## config.mk

```make
export PLATFORM = sky130hd
export DESIGN_NAME = wb_commit_unit
export DESIGN_NICKNAME = d
export VERILOG_FILES = /design/src/rtl/wb_pkg.sv /design/src/rtl/wb_classify.sv /design/src/rtl/wb_route.sv /design/src/rtl/wb_redirect.sv /design/src/rtl/wb_commit_unit.sv
export SDC_FILE = /design/constraint.sdc
export NUM_CORES = 1
export LEC_CHECK = 0
export ABC_AREA = 0
export BUFFER_PORTS_ARGS = -buffer_cell sky130_fd_sc_hd__buf_2
export CORE_AREA = 2 2 73 75
export DETAILED_ROUTE_END_ITERATION = 8
export DIE_AREA = 0 0 75 77
export PLACE_DENSITY = 0.79
export SLEW_MARGIN = 20
export SYNTH_ARGS = -nofsm -noshare
export SYNTH_HDL_FRONTEND = slang
export SYNTH_SLANG_ARGS = --single-unit
```

## constraint.sdc

```tcl
create_clock -name clk_i -period 1.4 [get_ports clk_i]
set_input_delay 0.14 -clock clk_i [delete_from_list [all_inputs] [get_ports clk_i]]
set_output_delay 0.14 -clock clk_i [all_outputs]
set_load 0.03 [all_outputs]
```

## src/rtl/wb_pkg.sv

```systemverilog
package wb_pkg;
  typedef enum logic [1:0] {TY_R = 2'd0, TY_I = 2'd1, TY_J = 2'd2, TY_INV = 2'd3} ityp_e;
  typedef enum logic [1:0] {OC_PLAIN = 2'd0, OC_STORE = 2'd1, OC_JAL = 2'd2, OC_NOP = 2'd3} opcls_e;
endpackage

```

## src/rtl/wb_classify.sv

```systemverilog
module wb_classify
  import wb_pkg::*;
(
  input  logic       valid_i,
  input  logic [1:0] type_i,
  input  logic [1:0] cls_i,
  output logic       want_write_o,
  output logic       want_jump_o,
  output logic       is_jal_o
);
  ityp_e  ty;
  opcls_e oc;
  logic   live;

  always_comb begin
    ty   = ityp_e'(type_i);
    oc   = opcls_e'(cls_i);
    live = valid_i && (oc != OC_NOP) && (ty != TY_INV);
    want_write_o = live && (ty == TY_R || ty == TY_I) && (oc != OC_STORE);
    want_jump_o  = live && (ty == TY_J);
    is_jal_o     = (oc == OC_JAL);
  end
endmodule

```

## src/rtl/wb_route.sv

```systemverilog
module wb_route #(
  parameter int NGPR = 16,
  parameter int NVR  = 16,
  localparam int IDXW = $clog2(NGPR + NVR),
  localparam int GAW  = $clog2(NGPR),
  localparam int VAW  = $clog2(NVR)
) (
  input  logic            en_i,
  input  logic [IDXW-1:0] idx_i,
  output logic            gpr_we_o,
  output logic [GAW-1:0]  gpr_addr_o,
  output logic            vr_we_o,
  output logic [VAW-1:0]  vr_addr_o
);
  logic            in_vec;
  logic [IDXW-1:0] rem;

  always_comb begin
    in_vec     = (32'(idx_i) >= 32'(NGPR));
    rem        = IDXW'(32'(idx_i) % 32'(NGPR));
    gpr_we_o   = en_i && !in_vec;
    vr_we_o    = en_i && in_vec;
    gpr_addr_o = GAW'(idx_i);
    vr_addr_o  = VAW'(rem);
  end
endmodule

```

## src/rtl/wb_redirect.sv

```systemverilog
module wb_redirect #(
  parameter int XLEN = 32
) (
  input  logic            want_jump_i,
  input  logic            is_jal_i,
  input  logic [XLEN-1:0] target_i,
  input  logic [XLEN-1:0] pc_i,
  output logic            redirect_o,
  output logic [XLEN-1:0] redirect_pc_o,
  output logic            lnk_we_o,
  output logic [XLEN-1:0] lnk_data_o
);
  always_comb begin
    // only strictly positive targets take effect
    redirect_o    = want_jump_i && ($signed(target_i) > 0);
    redirect_pc_o = target_i;
    lnk_we_o      = redirect_o && is_jal_i;
    lnk_data_o    = pc_i + XLEN'(1);
  end
endmodule

```

## src/rtl/wb_commit_unit.sv

```systemverilog
module wb_commit_unit #(
  parameter int XLEN = 32,
  parameter int NGPR = 16,
  parameter int NVR  = 16,
  localparam int IDXW = $clog2(NGPR + NVR),
  localparam int GAW  = $clog2(NGPR),
  localparam int VAW  = $clog2(NVR)
) (
  input  logic            clk_i,
  input  logic            rst_ni,
  input  logic            retire_valid_i,
  input  logic [1:0]      instr_type_i,
  input  logic [1:0]      op_cls_i,
  input  logic [XLEN-1:0] result_i,
  input  logic [XLEN-1:0] pc_i,
  input  logic            q_empty_i,
  input  logic [IDXW-1:0] q_head_i,
  output logic            q_pop_o,
  output logic            gpr_we_o,
  output logic [GAW-1:0]  gpr_addr_o,
  output logic            vr_we_o,
  output logic [VAW-1:0]  vr_addr_o,
  output logic [XLEN-1:0] wr_data_o,
  output logic            redirect_o,
  output logic [XLEN-1:0] redirect_pc_o,
  output logic            lnk_we_o,
  output logic [XLEN-1:0] lnk_data_o,
  output logic            q_clear_o,
  output logic            squash_o,
  output logic            err_o
);
  logic want_write, want_jump, is_jal, do_write, err_q;

  wb_classify u_cls (
    .valid_i     (retire_valid_i),
    .type_i      (instr_type_i),
    .cls_i       (op_cls_i),
    .want_write_o(want_write),
    .want_jump_o (want_jump),
    .is_jal_o    (is_jal)
  );

  // no reservation to pop: drop the write
  assign do_write  = want_write && !q_empty_i;
  assign q_pop_o   = do_write;
  assign wr_data_o = result_i;

  wb_route #(.NGPR(NGPR), .NVR(NVR)) u_route (
    .en_i      (do_write),
    .idx_i     (q_head_i),
    .gpr_we_o  (gpr_we_o),
    .gpr_addr_o(gpr_addr_o),
    .vr_we_o   (vr_we_o),
    .vr_addr_o (vr_addr_o)
  );

  wb_redirect #(.XLEN(XLEN)) u_redir (
    .want_jump_i  (want_jump),
    .is_jal_i     (is_jal),
    .target_i     (result_i),
    .pc_i         (pc_i),
    .redirect_o   (redirect_o),
    .redirect_pc_o(redirect_pc_o),
    .lnk_we_o     (lnk_we_o),
    .lnk_data_o   (lnk_data_o)
  );

  assign q_clear_o = redirect_o;
  assign squash_o  = redirect_o;

  always_ff @(posedge clk_i or negedge rst_ni) begin
    if (!rst_ni)                          err_q <= 1'b0;
    else if (want_write && q_empty_i)     err_q <= 1'b1;
  end
  assign err_o = err_q;
endmodule

```

======== Word-level counts from Yosys, hierarchy flattened ========
Cells that the tools add are included.
operators by class
  reduce and logical (&&, ||, !) cells .... 15
  equality and inequality tests ........... 6
  $lt $le $gt $ge ......................... 2
  add/sub/neg operators ................... 1
operators by type and width
  kind                   number
  $add 32x1->32 const B  1
  $gt 32x1->1 const B    1
  $logic_and 1x1->1      11
  $ge 5x5->1 const B     1
  $eq 2x2->1 const B     2
  $ne 2x2->1 const B     2
  $eq 2x1->1 const B     1
  $logic_not 1->1        2
  $logic_not 2->1        1
  $ne 2x1->1 const B     1
  $logic_or 1x1->1       1
storage, ports and cells
  input bits .............................. 77
  word-level logic and storage cells ...... 25
  register bits after elaboration ......... 1

======== Depth between registers and ports, before layout ========
  depth in word-level cells ............... 7
  depth in mapped cells ................... 5

======== By module ========
A second synthesis with hierarchy kept.
second synthesis, totals
  cell total of the unflattened synthesis .. 186
  area total of the unflattened synthesis .. 1340.0 um^2
modules (own cells, without submodules)
  module          instances  cells each  area an instance (um^2)  sequential area each (um^2)
  wb_redirect     1          135         939.7                    0.0
  wb_commit_unit  1          37          294.0                    25.0
  wb_route        1          10          76.3                     0.0
  wb_classify     1          4           30.0                     0.0

======== Least setup slack after synthesis ========
Ideal clock, no wire load.
  path type ............................... in2out
  start point ............................. in pc_i[0]
  end point ............................... out lnk_data_o[10]
  cell stages on the path ................. 5
  slack ................................... -303 ps
  arrival time ............................ 1563 ps
  data required time ...................... 1260 ps
  buffers on the path ..................... 0
  cells stage by stage .................... ha_1 -> nand3_1 -> or3_4 -> or2_2 -> xnor2_1
between the ends
  word-level cells in the longest chain between the ends .. 1
ends and longest elaborated chain
  item                line                  source
  start: declaration  wb_commit_unit.sv:15  input logic [XLEN-1:0] pc_i,
  $add 32x1->32       wb_redirect.sv:18     lnk_data_o = pc_i + XLEN'(1);
  end: declaration    wb_commit_unit.sv:27  output logic [XLEN-1:0] lnk_data_o,
No other way between the ends.

======== Final worst setup path ========
  start point ............................. in pc_i[15]
  end point ............................... out lnk_data_o[24]
The elaborated chain is that of the path after synthesis.

==> impl_metrics.yaml <==
outcome:
  outcome: "finished, violations left"
  violations: "setup timing"
sta:
  finalWorstSetupSlack_ps: -147
  rsz0062_at_grt: "yes"
  slew_headroom: 0.819
  setup_viol: 21
  tightestPinTransition_ps: 271
  period_needed_ps: 1550
  finalCritPeriodShare: 1.10
  fin_skew_ps: 0
  hold_violations: 0
  whs_ps: 280
  fmax_mhz: 647
  slew_violations: 0
min_path:
  hp-class: "input port to output port"
  whs_path_depth: 0
  whs_endpoint: "gpr_addr_o[0]"
  hold_start: "q_head_i[0]"
route:
  avgRoutedWirePerCell_um: 17.9
  drc: 0
  via_count: 1990
  drt_iter0_markers: 88
  antenna_left: 0
  vias_per_cell: 4.87
  drt_first_pass_iters: 4
  drt-total-wl_um: 7310
worst_setup_path:
  crit_buf_inv: 3
  timing.critical_path.cells: "buf_2 -> nand4_1 -> nor3_2 -> buf_4 -> nand4_1 -> xnor2_2 -> buf_6"
  critPathArrivalTime_ps: 1410
  reg2reg_to: "err_o$_DFFE_PN0P_"
  cp_top_family: "simple AND/OR/NAND/NOR gates"
  required_ps: 1260
  cp_slowest_cell: "xnor2_2"
  cp-start-kind: "input port"
  worstPathMaxFanout: 7
  r2r_setup_slack_ps: 760
  ff2ff_path_depth: 1
  crit-reg2reg-launch: "err_o$_DFFE_PN0P_"
  max_stage_delay_ps: 230
  cp-end-kind: "output port"
  worstSetupPathType: "input port to output port"
  cp_common_cell: "nand4_1"
yosys:
  yosys.area.top_type: "buf_4"
  synthTopCellsByArea: "buf_4 (42%), xnor2_1 (17%), nand4_1 (7.1%), nor4_1 (4.2%), nand3_1 (3.8%)"
  synthCells: 184
  yosysWarnings: 0
  ys.flop_type: "dfrtp_1"
  yosysMostFrequentCell: "buf_4"
  synth.yosys.seq_area_share: 0.0189
  yosys.area.top_type_share: 0.418
  synth_seq_cells: 1
  syn_area_per_cell_um2: 7.21
  synth.distinct_cells: 29
  async_flop_share: 1.00
  synth_common_cells: "buf_4 (74), xnor2_1 (26), nand4_1 (15)"
  synth_edf_count: 0
  syn_nets: 262
  mappedNetlistArea_mm2: 0.00133
cells_and_area:
  seq_area_um2: 25.0
  fin_nets: 419
  layout-drive-gt1-share: 0.850
  multi_input_area_mm2: 0.00118
  largest_reg_flops: 1
  fill_cells: 386
  diodes: 0
  syn2layout_area_growth_pct: 120
power_and_ir_drop:
  p_total_w: 0.00107
  p_per_area_mw_per_mm2: 367
  vdd_drop_max_v: 0.000384
  p_leak_nw: 1.48
grt:
  grt_overflow: 0
  antenna_found_initial: 0
  grt_pass1_vias: 1851
  grt_max_degree: 10
  grtUsageTotal: 0.202
  grt_pass1_wl_um: 9200
placed_design:
  port_buffers: 176
  routabilityCongestion: 0.901
  dp_hpwl_um: 4940
  dpl_worst_slack_ps: -233
die:
  pin_count: 189
  rows: 26
  core_area_mm2: 0.00498
  chipWidth_um: 75
  die_h_um: 77
  dieArea_mm2: 0.00578
  start_util: 0.267
clock_network:
  insertion_delay_ps: 0
run:
  drv_cap: 0
==> cell usage in the layout, fill, tap and decap left out, drive strengths merged <==
master       Yosys  routed
a21o             1       1
a21oi            1       1
and2             3       3
and3             5       5
and4             2       2
buf             75     230
dfrtp            1       1
dlygate4sd3      0       1
ha               1       1
inv              4       4
nand2            7       7
nand3           11      11
nand4           15      15
nand4b           2       2
nor2             5       5
nor2b            2       2
nor3             3       3
nor3b            2       2
nor4            10      10
o2111ai          1       1
or2              1       1
or3              1       1
xnor2           26      26
xor2             4       4
==> worst max path at each step <==
stage | start | endpoint | slack, ps | cells after the start
after floorplan | pc_i[0] | lnk_data_o[12] | -130 | 5
after global placement | pc_i[0] | lnk_data_o[12] | -190 | 7
after detailed placement | pc_i[0] | lnk_data_o[12] | -230 | 7
after CTS | pc_i[16] | lnk_data_o[30] | -100 | 7
after global routing | pc_i[15] | lnk_data_o[24] | -230 | 7
final | pc_i[15] | lnk_data_o[24] | -150 | 7
==> per-layer routing <==
layer  vias up  part of all wire  global-route usage
li1        878                 -                   -
met1       937              0.31               0.200
met2       135              0.56               0.404
met3        40             0.065              0.0171
met4         0             0.064              0.0821
met5         -                 0                   0
==> layout make-up <==
class,instances,area share
timing repair buffer,231,0.553
tap,70,0.0300
inverter,4,0.00515
multi-input combinational,103,0.403
sequential,1,0.00858
==> power breakdown <==
group / switching (W) / internal, W
combinational: 0.000619 / 0.000421
clock: 0 / 0
sequential: 0.000000872 / 0.0000310
total: 0.000619 / 0.000452
==> metrics by stage <==
| step | util | std cells | TNS (ps) | area (um2) |
|---|---|---|---|---|
| floorplan | - | 184 | -549 | 1500 |
| global placement | 0.454 | 401 | -2230 | 2260 |
| detailed placement | 0.454 | 401 | -2990 | 2260 |
| CTS | 0.523 | 405 | -530 | 2600 |
| global route | 0.586 | 409 | -3560 | 2920 |
| finish | 0.586 | 409 | -1860 | 2920 |
==> cell families after synthesis <==
kind of cell	synth area share
AO/OA/AOI/OAI	0.0160
XOR/XNOR	0.198
adder cells (fa/ha/maj)	0.00942
buffers and inverters	0.436
flip-flops	0.0188
AND/OR/NAND/NOR	0.321
==> repair_timing <==
action	4_1_cts	5_1_grt
gates cloned	1	1
endpoints found under the setup margin	28	27
hold endpoints to repair	1	0
hold buffers	1	0
pin swaps	22	22
resized for setup	75	79
setup buffers	2	3
Note: power is estimated with default switching activity, not from simulation.
